### src/rtl/spi_host_pkg.sv
// Shared constants and the frame configuration type of the SPI host.
// Assumes the control byte layout {cpha, cpol, pre_hi, div_n}.
package spi_host_pkg;
    localparam int FRAME_W = 8;
    localparam int DIV_W   = 5;

    // Register word indices (byte offset / 4).
    localparam int IDX_CTRL  = 0;
    localparam int IDX_STAT  = 1;
    localparam int IDX_SYS   = 2;
    localparam int IDX_TXB   = 3;
    localparam int IDX_RXB   = 4;
    localparam int IDX_CTRL2 = 5;

    // Status bit positions.
    localparam int STAT_BUSY = 0;
    localparam int STAT_FULL = 2;

    // Chip-select bit within system control, and its reset value.
    localparam int          SYS_CS_BIT = 6;
    localparam logic [7:0]  SYS_RESET  = 8'h40;

    typedef struct packed {
        logic             cpha;
        logic             cpol;
        logic             pre_hi;
        logic [DIV_W-1:0] div_n;
    } frame_cfg_t;
endpackage

### src/rtl/spi_host_clkgen.sv
// Two-stage SCK half-period timer: a fixed prescaler (PRE_LO or PRE_HI)
// followed by an (N+1) counter. It emits one tick per half period.
// Assumes pre_hi and div_n stay stable while run is high; counters rest at 0 when idle.
module spi_host_clkgen #(
    parameter int PRE_LO = 16,
    parameter int PRE_HI = 128,
    parameter int DIV_W  = 5
) (
    input  logic             clk,
    input  logic             rst_n,
    input  logic             run,
    input  logic             pre_hi,
    input  logic [DIV_W-1:0] div_n,
    output logic             half_tick
);
    localparam int PRE_MAX = (PRE_HI > PRE_LO) ? PRE_HI : PRE_LO;
    localparam int PRE_W   = $clog2(PRE_MAX);

    logic [PRE_W-1:0] pre_cnt;
    logic [PRE_W-1:0] pre_lim;
    logic [DIV_W-1:0] div_cnt;

    // Select the terminal count of the first stage.
    always_comb begin
        pre_lim = pre_hi ? PRE_W'(PRE_HI - 1) : PRE_W'(PRE_LO - 1);
    end

    // Advance the prescaler, and the second stage on each prescaler wrap.
    always_ff @(posedge clk) begin
        if (!rst_n || !run) begin
            pre_cnt <= '0;
            div_cnt <= '0;
        end else if (pre_cnt == pre_lim) begin
            pre_cnt <= '0;
            div_cnt <= (div_cnt == div_n) ? '0 : div_cnt + 1'b1;
        end else begin
            pre_cnt <= pre_cnt + 1'b1;
        end
    end

    // A half period ends when both stages are at their terminal count.
    always_comb begin
        half_tick = run && (pre_cnt == pre_lim) && (div_cnt == div_n);
    end

    // the second stage never passes its programmed limit during a frame.
    a_r3_div_bound: assert property (@(posedge clk) disable iff (!rst_n)
        run |-> (div_cnt <= div_n));
endmodule

### src/rtl/spi_host_shifter.sv
// Frame engine: captures the configuration at start, walks 2*FRAME_W SCK
// edges, shifts MOSI out MSB first and MISO in, and pulses done at the last edge.
// Assumes start is only raised while not busy; abort overrides everything.
module spi_host_shifter
    import spi_host_pkg::*;
#(
    parameter int FW = FRAME_W
) (
    input  logic             clk,
    input  logic             rst_n,
    input  logic             start,
    input  logic             abort,
    input  logic [FW-1:0]    tx_byte,
    input  frame_cfg_t       cfg_in,
    input  logic             half_tick,
    input  logic             miso,
    output logic             busy,
    output logic             cpol_q,
    output logic             pre_hi_q,
    output logic [DIV_W-1:0] div_n_q,
    output logic             sck_ph,
    output logic             mosi,
    output logic             done,
    output logic [FW-1:0]    rx_byte
);
    localparam int EDGES  = 2 * FW;
    localparam int EDGE_W = $clog2(EDGES);

    frame_cfg_t        cfg_q;
    logic              busy_q;
    logic              ph_q;
    logic              mosi_q;
    logic [EDGE_W-1:0] edge_cnt;
    logic [FW-1:0]     tx_sh;
    logic [FW-1:0]     rx_sh;
    logic [FW-1:0]     rx_next;
    logic              lead;
    logic              last;
    logic              sample_now;
    logic              drive_now;

    // Classify the coming edge as sample or drive for the latched phase.
    always_comb begin
        lead       = !ph_q;
        last       = (edge_cnt == EDGE_W'(EDGES - 1));
        sample_now = busy_q && half_tick && (cfg_q.cpha ? !lead : lead);
        drive_now  = busy_q && half_tick && (cfg_q.cpha ? lead : (!lead && !last));
        rx_next    = {rx_sh[FW-2:0], miso};
        done       = busy_q && half_tick && last;
        rx_byte    = sample_now ? rx_next : rx_sh;
    end

    // Frame state: start, edge walking, abort.
    always_ff @(posedge clk) begin
        if (!rst_n) begin
            cfg_q    <= '0;
            busy_q   <= 1'b0;
            ph_q     <= 1'b0;
            mosi_q   <= 1'b0;
            edge_cnt <= '0;
            tx_sh    <= '0;
            rx_sh    <= '0;
        end else if (abort) begin
            busy_q   <= 1'b0;
            ph_q     <= 1'b0;
            edge_cnt <= '0;
        end else if (start) begin
            busy_q   <= 1'b1;
            cfg_q    <= cfg_in;
            ph_q     <= 1'b0;
            edge_cnt <= '0;
            rx_sh    <= '0;
            if (cfg_in.cpha) begin
                tx_sh  <= tx_byte;
            end else begin
                mosi_q <= tx_byte[FW-1];
                tx_sh  <= {tx_byte[FW-2:0], 1'b0};
            end
        end else if (busy_q && half_tick) begin
            ph_q     <= !ph_q;
            edge_cnt <= edge_cnt + 1'b1;
            if (last) begin
                busy_q <= 1'b0;
            end
            if (sample_now) begin
                rx_sh <= rx_next;
            end
            if (drive_now) begin
                mosi_q <= tx_sh[FW-1];
                tx_sh  <= {tx_sh[FW-2:0], 1'b0};
            end
        end
    end

    // Expose the latched settings and pin levels.
    always_comb begin
        busy     = busy_q;
        cpol_q   = cfg_q.cpol;
        pre_hi_q = cfg_q.pre_hi;
        div_n_q  = cfg_q.div_n;
        sck_ph   = ph_q;
        mosi     = mosi_q;
    end

    // the clock phase is back at idle whenever no frame runs.
    a_r5_phase_idle: assert property (@(posedge clk) disable iff (!rst_n)
        !busy_q |-> !ph_q);
    // an accepted start makes the engine busy.
    a_r6_start_busy: assert property (@(posedge clk) disable iff (!rst_n)
        (start && !abort) |=> busy_q);
    // an abort leaves the engine idle.
    a_r10_abort_idle: assert property (@(posedge clk) disable iff (!rst_n)
        abort |=> (!busy_q && !ph_q));
    // captured settings do not move during a frame.
    a_r11_cfg_hold: assert property (@(posedge clk) disable iff (!rst_n)
        (busy_q && $past(busy_q)) |-> $stable(cfg_q));
endmodule

### src/rtl/spi_host_csr.sv
// Register file of the SPI host: decodes the bus, holds control, system
// control, the transmit and receive bytes and the receive-full flag.
// Assumes single-cycle strobes and DATA_W >= 8; bits 1:0 of the address are ignored.
module spi_host_csr
    import spi_host_pkg::*;
#(
    parameter int ADDR_W = 5,
    parameter int DATA_W = 32,
    parameter int FW     = FRAME_W
) (
    input  logic              clk,
    input  logic              rst_n,
    input  logic [ADDR_W-1:0] addr,
    input  logic              wr_en,
    input  logic              rd_en,
    input  logic [DATA_W-1:0] wdata,
    output logic [DATA_W-1:0] rdata,
    input  logic              busy,
    input  logic              done,
    input  logic [FW-1:0]     rx_byte,
    output logic              start,
    output logic              abort,
    output logic [FW-1:0]     tx_byte,
    output frame_cfg_t        cfg,
    output logic              cs_n
);
    localparam int IDX_W = ADDR_W - 2;

    logic [IDX_W-1:0] idx;
    logic [7:0]       ctrl_q;
    logic [7:0]       sys_q;
    logic [FW-1:0]    txb_q;
    logic [FW-1:0]    rxb_q;
    logic             full_q;
    logic             wr_ctrl, wr_sys, wr_txb, wr_stat, rd_rxb;
    logic             unused_bits;

    // Decode the word index into per-register strobes.
    always_comb begin
        idx     = addr[ADDR_W-1:2];
        wr_ctrl = wr_en && (idx == IDX_W'(IDX_CTRL));
        wr_stat = wr_en && (idx == IDX_W'(IDX_STAT));
        wr_sys  = wr_en && (idx == IDX_W'(IDX_SYS));
        wr_txb  = wr_en && (idx == IDX_W'(IDX_TXB));
        rd_rxb  = rd_en && (idx == IDX_W'(IDX_RXB));
        start   = wr_txb && !busy;
        abort   = wr_stat;
        tx_byte = wdata[FW-1:0];
        cfg     = frame_cfg_t'(ctrl_q);
        cs_n    = sys_q[SYS_CS_BIT];
        unused_bits = ^{addr[1:0], wdata[DATA_W-1:8]};
    end

    // Hold the software-written registers.
    always_ff @(posedge clk) begin
        if (!rst_n) begin
            ctrl_q <= '0;
            sys_q  <= SYS_RESET;
            txb_q  <= '0;
        end else begin
            if (wr_ctrl) ctrl_q <= wdata[7:0];
            if (wr_sys)  sys_q  <= wdata[7:0];
            if (start)   txb_q  <= wdata[FW-1:0];
        end
    end

    // Receive buffer and flag: status write beats frame end beats read.
    always_ff @(posedge clk) begin
        if (!rst_n) begin
            rxb_q  <= '0;
            full_q <= 1'b0;
        end else if (wr_stat) begin
            full_q <= 1'b0;
        end else if (done) begin
            rxb_q  <= rx_byte;
            full_q <= 1'b1;
        end else if (rd_rxb) begin
            full_q <= 1'b0;
        end
    end

    // Combinational read mux.
    always_comb begin
        rdata = '0;
        case (idx)
            IDX_W'(IDX_CTRL): rdata[7:0] = ctrl_q;
            IDX_W'(IDX_STAT): begin
                rdata[STAT_BUSY] = busy;
                rdata[STAT_FULL] = full_q;
            end
            IDX_W'(IDX_SYS):  rdata[7:0]    = sys_q;
            IDX_W'(IDX_TXB):  rdata[FW-1:0] = txb_q;
            IDX_W'(IDX_RXB):  rdata[FW-1:0] = rxb_q;
            default:          rdata = '0;
        endcase
    end

    // a frame end not overridden by a status write sets the flag.
    a_r8_full_set: assert property (@(posedge clk) disable iff (!rst_n)
        (done && !wr_stat) |=> full_q);
    // a lone buffer read clears the flag.
    a_r9_read_clear: assert property (@(posedge clk) disable iff (!rst_n)
        (rd_rxb && !done && !wr_stat) |=> !full_q);
    // a status write clears the flag.
    a_r10_stat_clear: assert property (@(posedge clk) disable iff (!rst_n)
        wr_stat |=> !full_q);
endmodule

### src/rtl/spi_host_regs.sv
// Top of the SPI host: joins the register file, the SCK timer and the frame
// engine, and forms the SCK pin from the phase and the polarity.
// Assumes a single clock domain; MISO is already synchronous to clk.
module spi_host_regs
    import spi_host_pkg::*;
#(
    parameter int ADDR_W = 5,
    parameter int DATA_W = 32,
    parameter int PRE_LO = 16,
    parameter int PRE_HI = 128
) (
    input  logic              clk,
    input  logic              rst_n,
    input  logic [ADDR_W-1:0] bus_addr,
    input  logic              bus_wr,
    input  logic              bus_rd,
    input  logic [DATA_W-1:0] bus_wdata,
    output logic [DATA_W-1:0] bus_rdata,
    output logic              spi_sck,
    output logic              spi_mosi,
    input  logic              spi_miso,
    output logic              spi_cs_n
);
    localparam int IDX_W = ADDR_W - 2;

    logic             busy, done, start, abort;
    logic             half_tick, sck_ph, cpol_q, pre_hi_q;
    logic [DIV_W-1:0] div_n_q;
    logic [FRAME_W-1:0] tx_byte, rx_byte;
    frame_cfg_t       cfg_live;

    spi_host_csr #(.ADDR_W(ADDR_W), .DATA_W(DATA_W), .FW(FRAME_W)) u_csr (
        .clk(clk), .rst_n(rst_n), .addr(bus_addr), .wr_en(bus_wr), .rd_en(bus_rd),
        .wdata(bus_wdata), .rdata(bus_rdata), .busy(busy), .done(done),
        .rx_byte(rx_byte), .start(start), .abort(abort), .tx_byte(tx_byte),
        .cfg(cfg_live), .cs_n(spi_cs_n)
    );

    spi_host_clkgen #(.PRE_LO(PRE_LO), .PRE_HI(PRE_HI), .DIV_W(DIV_W)) u_clkgen (
        .clk(clk), .rst_n(rst_n), .run(busy), .pre_hi(pre_hi_q), .div_n(div_n_q),
        .half_tick(half_tick)
    );

    spi_host_shifter #(.FW(FRAME_W)) u_shifter (
        .clk(clk), .rst_n(rst_n), .start(start), .abort(abort), .tx_byte(tx_byte),
        .cfg_in(cfg_live), .half_tick(half_tick), .miso(spi_miso), .busy(busy),
        .cpol_q(cpol_q), .pre_hi_q(pre_hi_q), .div_n_q(div_n_q), .sck_ph(sck_ph),
        .mosi(spi_mosi), .done(done), .rx_byte(rx_byte)
    );

    // SCK: latched polarity during a frame, live polarity when idle.
    always_comb begin
        spi_sck = busy ? (sck_ph ^ cpol_q) : cfg_live.cpol;
    end

    // the chip-select pin follows the written system-control bit.
    a_r4_cs_follows: assert property (@(posedge clk) disable iff (!rst_n)
        (bus_wr && (bus_addr[ADDR_W-1:2] == IDX_W'(IDX_SYS)))
        |=> (spi_cs_n == $past(bus_wdata[SYS_CS_BIT])));
endmodule

### config.mk
export PLATFORM = sky130hd
export DESIGN_NAME = spi_host_regs
export DESIGN_NICKNAME = d
export VERILOG_FILES = /design/src/rtl/spi_host_pkg.sv /design/src/rtl/spi_host_clkgen.sv /design/src/rtl/spi_host_shifter.sv /design/src/rtl/spi_host_csr.sv /design/src/rtl/spi_host_regs.sv
export SDC_FILE = /design/constraint.sdc
export NUM_CORES = 1
export LEC_CHECK = 0
export ABC_AREA = 1
export CORE_ASPECT_RATIO = 0.8
export CORE_MARGIN = 2
export CORE_UTILIZATION = 47
export DETAILED_ROUTE_END_ITERATION = 6
export PLACE_DENSITY = 0.82
export SETUP_SLACK_MARGIN = 0.05
export SLEW_MARGIN = 10
export SYNTH_ARGS = -nofsm -noshare
export SYNTH_HDL_FRONTEND = slang
export SYNTH_SLANG_ARGS = --single-unit
export TNS_END_PERCENT = 50
### constraint.sdc
create_clock -name clk -period 3.75 [get_ports clk]
set_input_delay 0.375 -clock clk [delete_from_list [all_inputs] [get_ports clk]]
set_output_delay 0.375 -clock clk [all_outputs]
set_load 0.05 [all_outputs]
==> results_dict.tcl <==
set metrics [dict create \
    share_clk_of_total_power_pct 40.8 \
    timing.final.max_slew_violations 0 \
    grt_remaining_overflow 0 \
    hold_path_class "flip-flop to flip-flop" \
    design.die.area_mm2 0.008780 \
    final.setup.tns_ns 0 \
    gp_congestion 0.8681 \
    drt_pass1_iterations 6 \
    utilization_pct 53.71 \
    ys_async_sr_fraction_pct 0 \
    max-cap-violations 0 \
    number_of_drc_markers_in_iteration_0 222 \
    clockRootBuffer "sky130_fd_sc_hd__clkbuf_8" \
    power.net_switching_w 0.0004531 \
    pwr-share-seq_pct 49.0 \
    cts_tree "done" \
    edff_count_synth 0 \
    post_cts_buffers 0 \
    synth_cell_types 37 \
    irDropWorstVdd_mv 0.1969 \
    worst-slew-pin-transition_ns 0.9411 \
    cp_data_arrival_time_ns 2.74 \
    area_growth_from_synthesis_to_layout_pct 11.88 \
    synth_area_per_cell_um2 7.092 \
    rsz_0062_raised_after_global_routing "false" \
    clock_skews_ns 0.006384 \
    hpwl_um 6188 \
    route.detailed.wl_per_inst_um 12.95 \
    top_level_ports 77 \
    seq_area_frac_synth_pct 40.25 \
    power.combinational.fraction_pct 10.2 \
    route.detailed.drc 0 \
    required_ns 3.38 \
    initial_antenna_violation_count 0 \
    viasPerCell 5.177 \
    hold_viol_final 0 \
    cts-buffers-inserted 9 \
    clock_insertion_delay_worst_skew_ns 0.35 \
    route.vias.total 3458 \
    report.power.total_w 0.001685 \
    p_per_area_mw_per_mm2 398.4 \
    sw_frac_of_total_pct 26.89 \
    floorplan.die.height_um 84.21 \
    post_cts_hold_buffer_count 0 \
    slew_headroom_pct 37.19 \
    fin_area_mm2 0.004229 \
    internal-power_w 0.001232 \
    place_area_mm2 0.004013 \
    antenna_violating_nets_post_route 0 \
    die_width_um 104.3 \
    initial_core_util_pct 48.01 \
    layout_min_cycle_time_ns 3.112 \
    fillerInstances 757 \
    clock_sinks 76 \
    htree_num_levels 3 \
    gr-usage-all-layers_pct 20.14 \
    first_pass_grt_wire_length_um 14440 \
    final_min_period_over_clock_period_pct 83.00 \
    fin_worst_hold_slack_ns 0.4620 \
    achievable-frequency_ghz 0.3213 \
    power_leakage_nw 1.719 \
    std_cell_rows 29 \
    portBuffers 26 \
    timing.final.setup_violations 0 \
    antenna_cells 0 \
    post_route_cells_drive_above_1_share_pct 6.607 \
    syn_area_mm2 0.003780 \
    grt_max_degree 32 \
    max-clock-path-buffers 2 \
    postSynthCellCount 533 \
    post_cts.resized_instances 0 \
    final_net_count 600 \
    worstPathMaxFanout 7 \
    core_area_mm2 0.007874 \
    drt_wl_total_um 8650 \
    cts.reportedPaths.clkPinSlew_ns 0.08 \
    setup.worst_path.class "input pin to primary output" \
    grt_pass1_vias 3159 \
    status "finished clean" \
    yosys_most_used_dff "sky130_fd_sc_hd__dfxtp_1" \
    critical_path.endpoint_type "primary output" \
    ys.warnings.count 0 \
    worst_setup_path_start_kind "input pin" \
    ys_seq_elements 76 \
]
==> metal layers <==
| layer | up-vias | wire [um] | GRT usage, % |
|---|---|---|---|
| met5 | - | 0 | 0 |
| met4 | 0 | 116 | 4.914 |
| met3 | 12 | 514 | 5.823 |
| met2 | 108 | 4160 | 34.11 |
| met1 | 1598 | 3858 | 25.46 |
| li1 | 1740 | - | - |
==> synth_stat cells (all sizes together), types with 2 or more instances <==
library cell | count | area [um2]
nand2 | 166 | 635.6
clkbuf | 8 | 30.03
o21ai | 41 | 212.7
ha | 3 | 37.54
nor2 | 34 | 161.4
xor2 | 3 | 26.28
o2111ai | 6 | 52.55
dfxtp | 76 | 1521
nor3b | 2 | 15.01
inv | 49 | 183.9
nor3 | 6 | 57.55
nand4 | 11 | 75.07
nand3 | 25 | 150.1
xnor2 | 5 | 43.79
buf | 33 | 241.5
a21oi | 58 | 290.3
==> flip-flops by register name, summed over array words and instances (netlist names) <==
| signal | flops |
|---|---|
| u_clkgen.div_cnt | 5 |
| u_shifter.sck_ph | 1 |
| u_shifter.pre_hi_q | 1 |
| u_clkgen.pre_cnt | 7 |
| u_shifter.cfg_q | 1 |
| u_csr.rxb_q | 8 |
| u_shifter.div_n_q | 5 |
| u_shifter.rx_sh | 8 |
| u_csr.cfg | 8 |
| u_shifter.busy | 1 |
| u_csr.full_q | 1 |
| u_csr.sys_q | 8 |
| u_shifter.cpol_q | 1 |
| u_shifter.edge_cnt | 4 |
| u_shifter.tx_sh | 8 |
| u_shifter.mosi | 1 |
| u_csr.txb_q | 8 |
==> worst max-delay path, cell delays in order <==
cell and delay (ns):
sky130_fd_sc_hd__clkdlybuf4s50_1 0.63, sky130_fd_sc_hd__nor2_1 0.10, sky130_fd_sc_hd__nand2_1 0.25, sky130_fd_sc_hd__inv_1 0.16, sky130_fd_sc_hd__nand2_1 0.08, sky130_fd_sc_hd__nand2_1 0.07, sky130_fd_sc_hd__a221oi_1 0.23, sky130_fd_sc_hd__nand2_1 0.11
sky130_fd_sc_hd__clkdlybuf4s50_1 0.72
==> area by class of cell <==
class | count | area (um2) | area share [%]
clock buffer | 10 | 127.6 | 3.018
timing repair buffer | 29 | 282.8 | 6.686
inverter | 50 | 188.9 | 4.467
clock inverter | 6 | 88.84 | 2.101
sequential | 76 | 1521 | 35.98
tap | 108 | 135.1 | 3.195
multi-input combinational | 389 | 1884 | 44.56
==> per-stage QoR <==
| step | cells | setup slack [ns] |
|---|---|---|
| 2_1_floorplan | 556 | 1.736 |
| 3_3_place_gp | 652 | 0.7408 |
| 3_5_place_dp | 652 | 0.7126 |
| 4_1_cts | 668 | 0.6898 |
| 5_1_grt | 668 | 0.5105 |
| 6_report | 668 | 0.6376 |
==> cell usage in the layout (no fill, tap or decap), drive strengths merged <==
cell | netlist | final
xnor2 | 5 | 5
a22oi | 1 | 1
bufinv | 0 | 2
o2111ai | 6 | 6
nor3b | 2 | 2
and2 | 1 | 1
clkdlybuf4s50 | 0 | 26
nand4 | 11 | 11
xor2 | 3 | 3
nand2 | 166 | 166
conb | 1 | 24
a211oi | 1 | 1
a21oi | 58 | 58
clkinvlp | 0 | 2
clkinv | 1 | 3
ha | 3 | 3
nor3 | 6 | 6
dfxtp | 76 | 76
nor2 | 34 | 34
buf | 33 | 3
inv | 49 | 49
clkbuf | 8 | 10
a221oi | 1 | 1
or2 | 1 | 1
o21ai | 41 | 41
nand3 | 25 | 25
==> logic make-up after synthesis <==
kind of cell / count (synthesis) / share of synthesized area, %
simple gates: 246 / 29.29
compound gates: 108 / 15.33
xor+xnor: 8 / 1.854
flops: 76 / 40.25
buf+inv: 91 / 12.18
fa+ha+maj: 3 / 0.9932
other cells: 1 / 0.09921
==> final timing paths <==
path | cells after the start | to | slack, ns | start
worst max-delay path | 9 | bus_rdata[2] | 0.64 | bus_addr[2]
worst min-delay path | 2 | u_shifter.tx_sh[7] | 0.46 | u_shifter.tx_sh[7]
worst max register to register | 6 | u_shifter.rx_sh[6] | 1.67 | u_shifter.busy
worst min register to register | 2 | u_shifter.tx_sh[7] | 0.46 | u_shifter.tx_sh[7]
==> power groups by stage <==
| stage | registers (W) | clock network (W) | logic, W |
|---|---|---|---|
| after floorplan | 0.000844 | 0 | 0.000145 |
| after global placement | 0.000845 | 0 | 0.000167 |
| after detailed placement | 0.000845 | 0 | 0.000169 |
| after CTS | 0.000826 | 0.000696 | 0.000170 |
| after global routing | 0.000828 | 0.000735 | 0.000184 |
| final | 0.000826 | 0.000688 | 0.000171 |
Power figures use the tool's default switching activity.
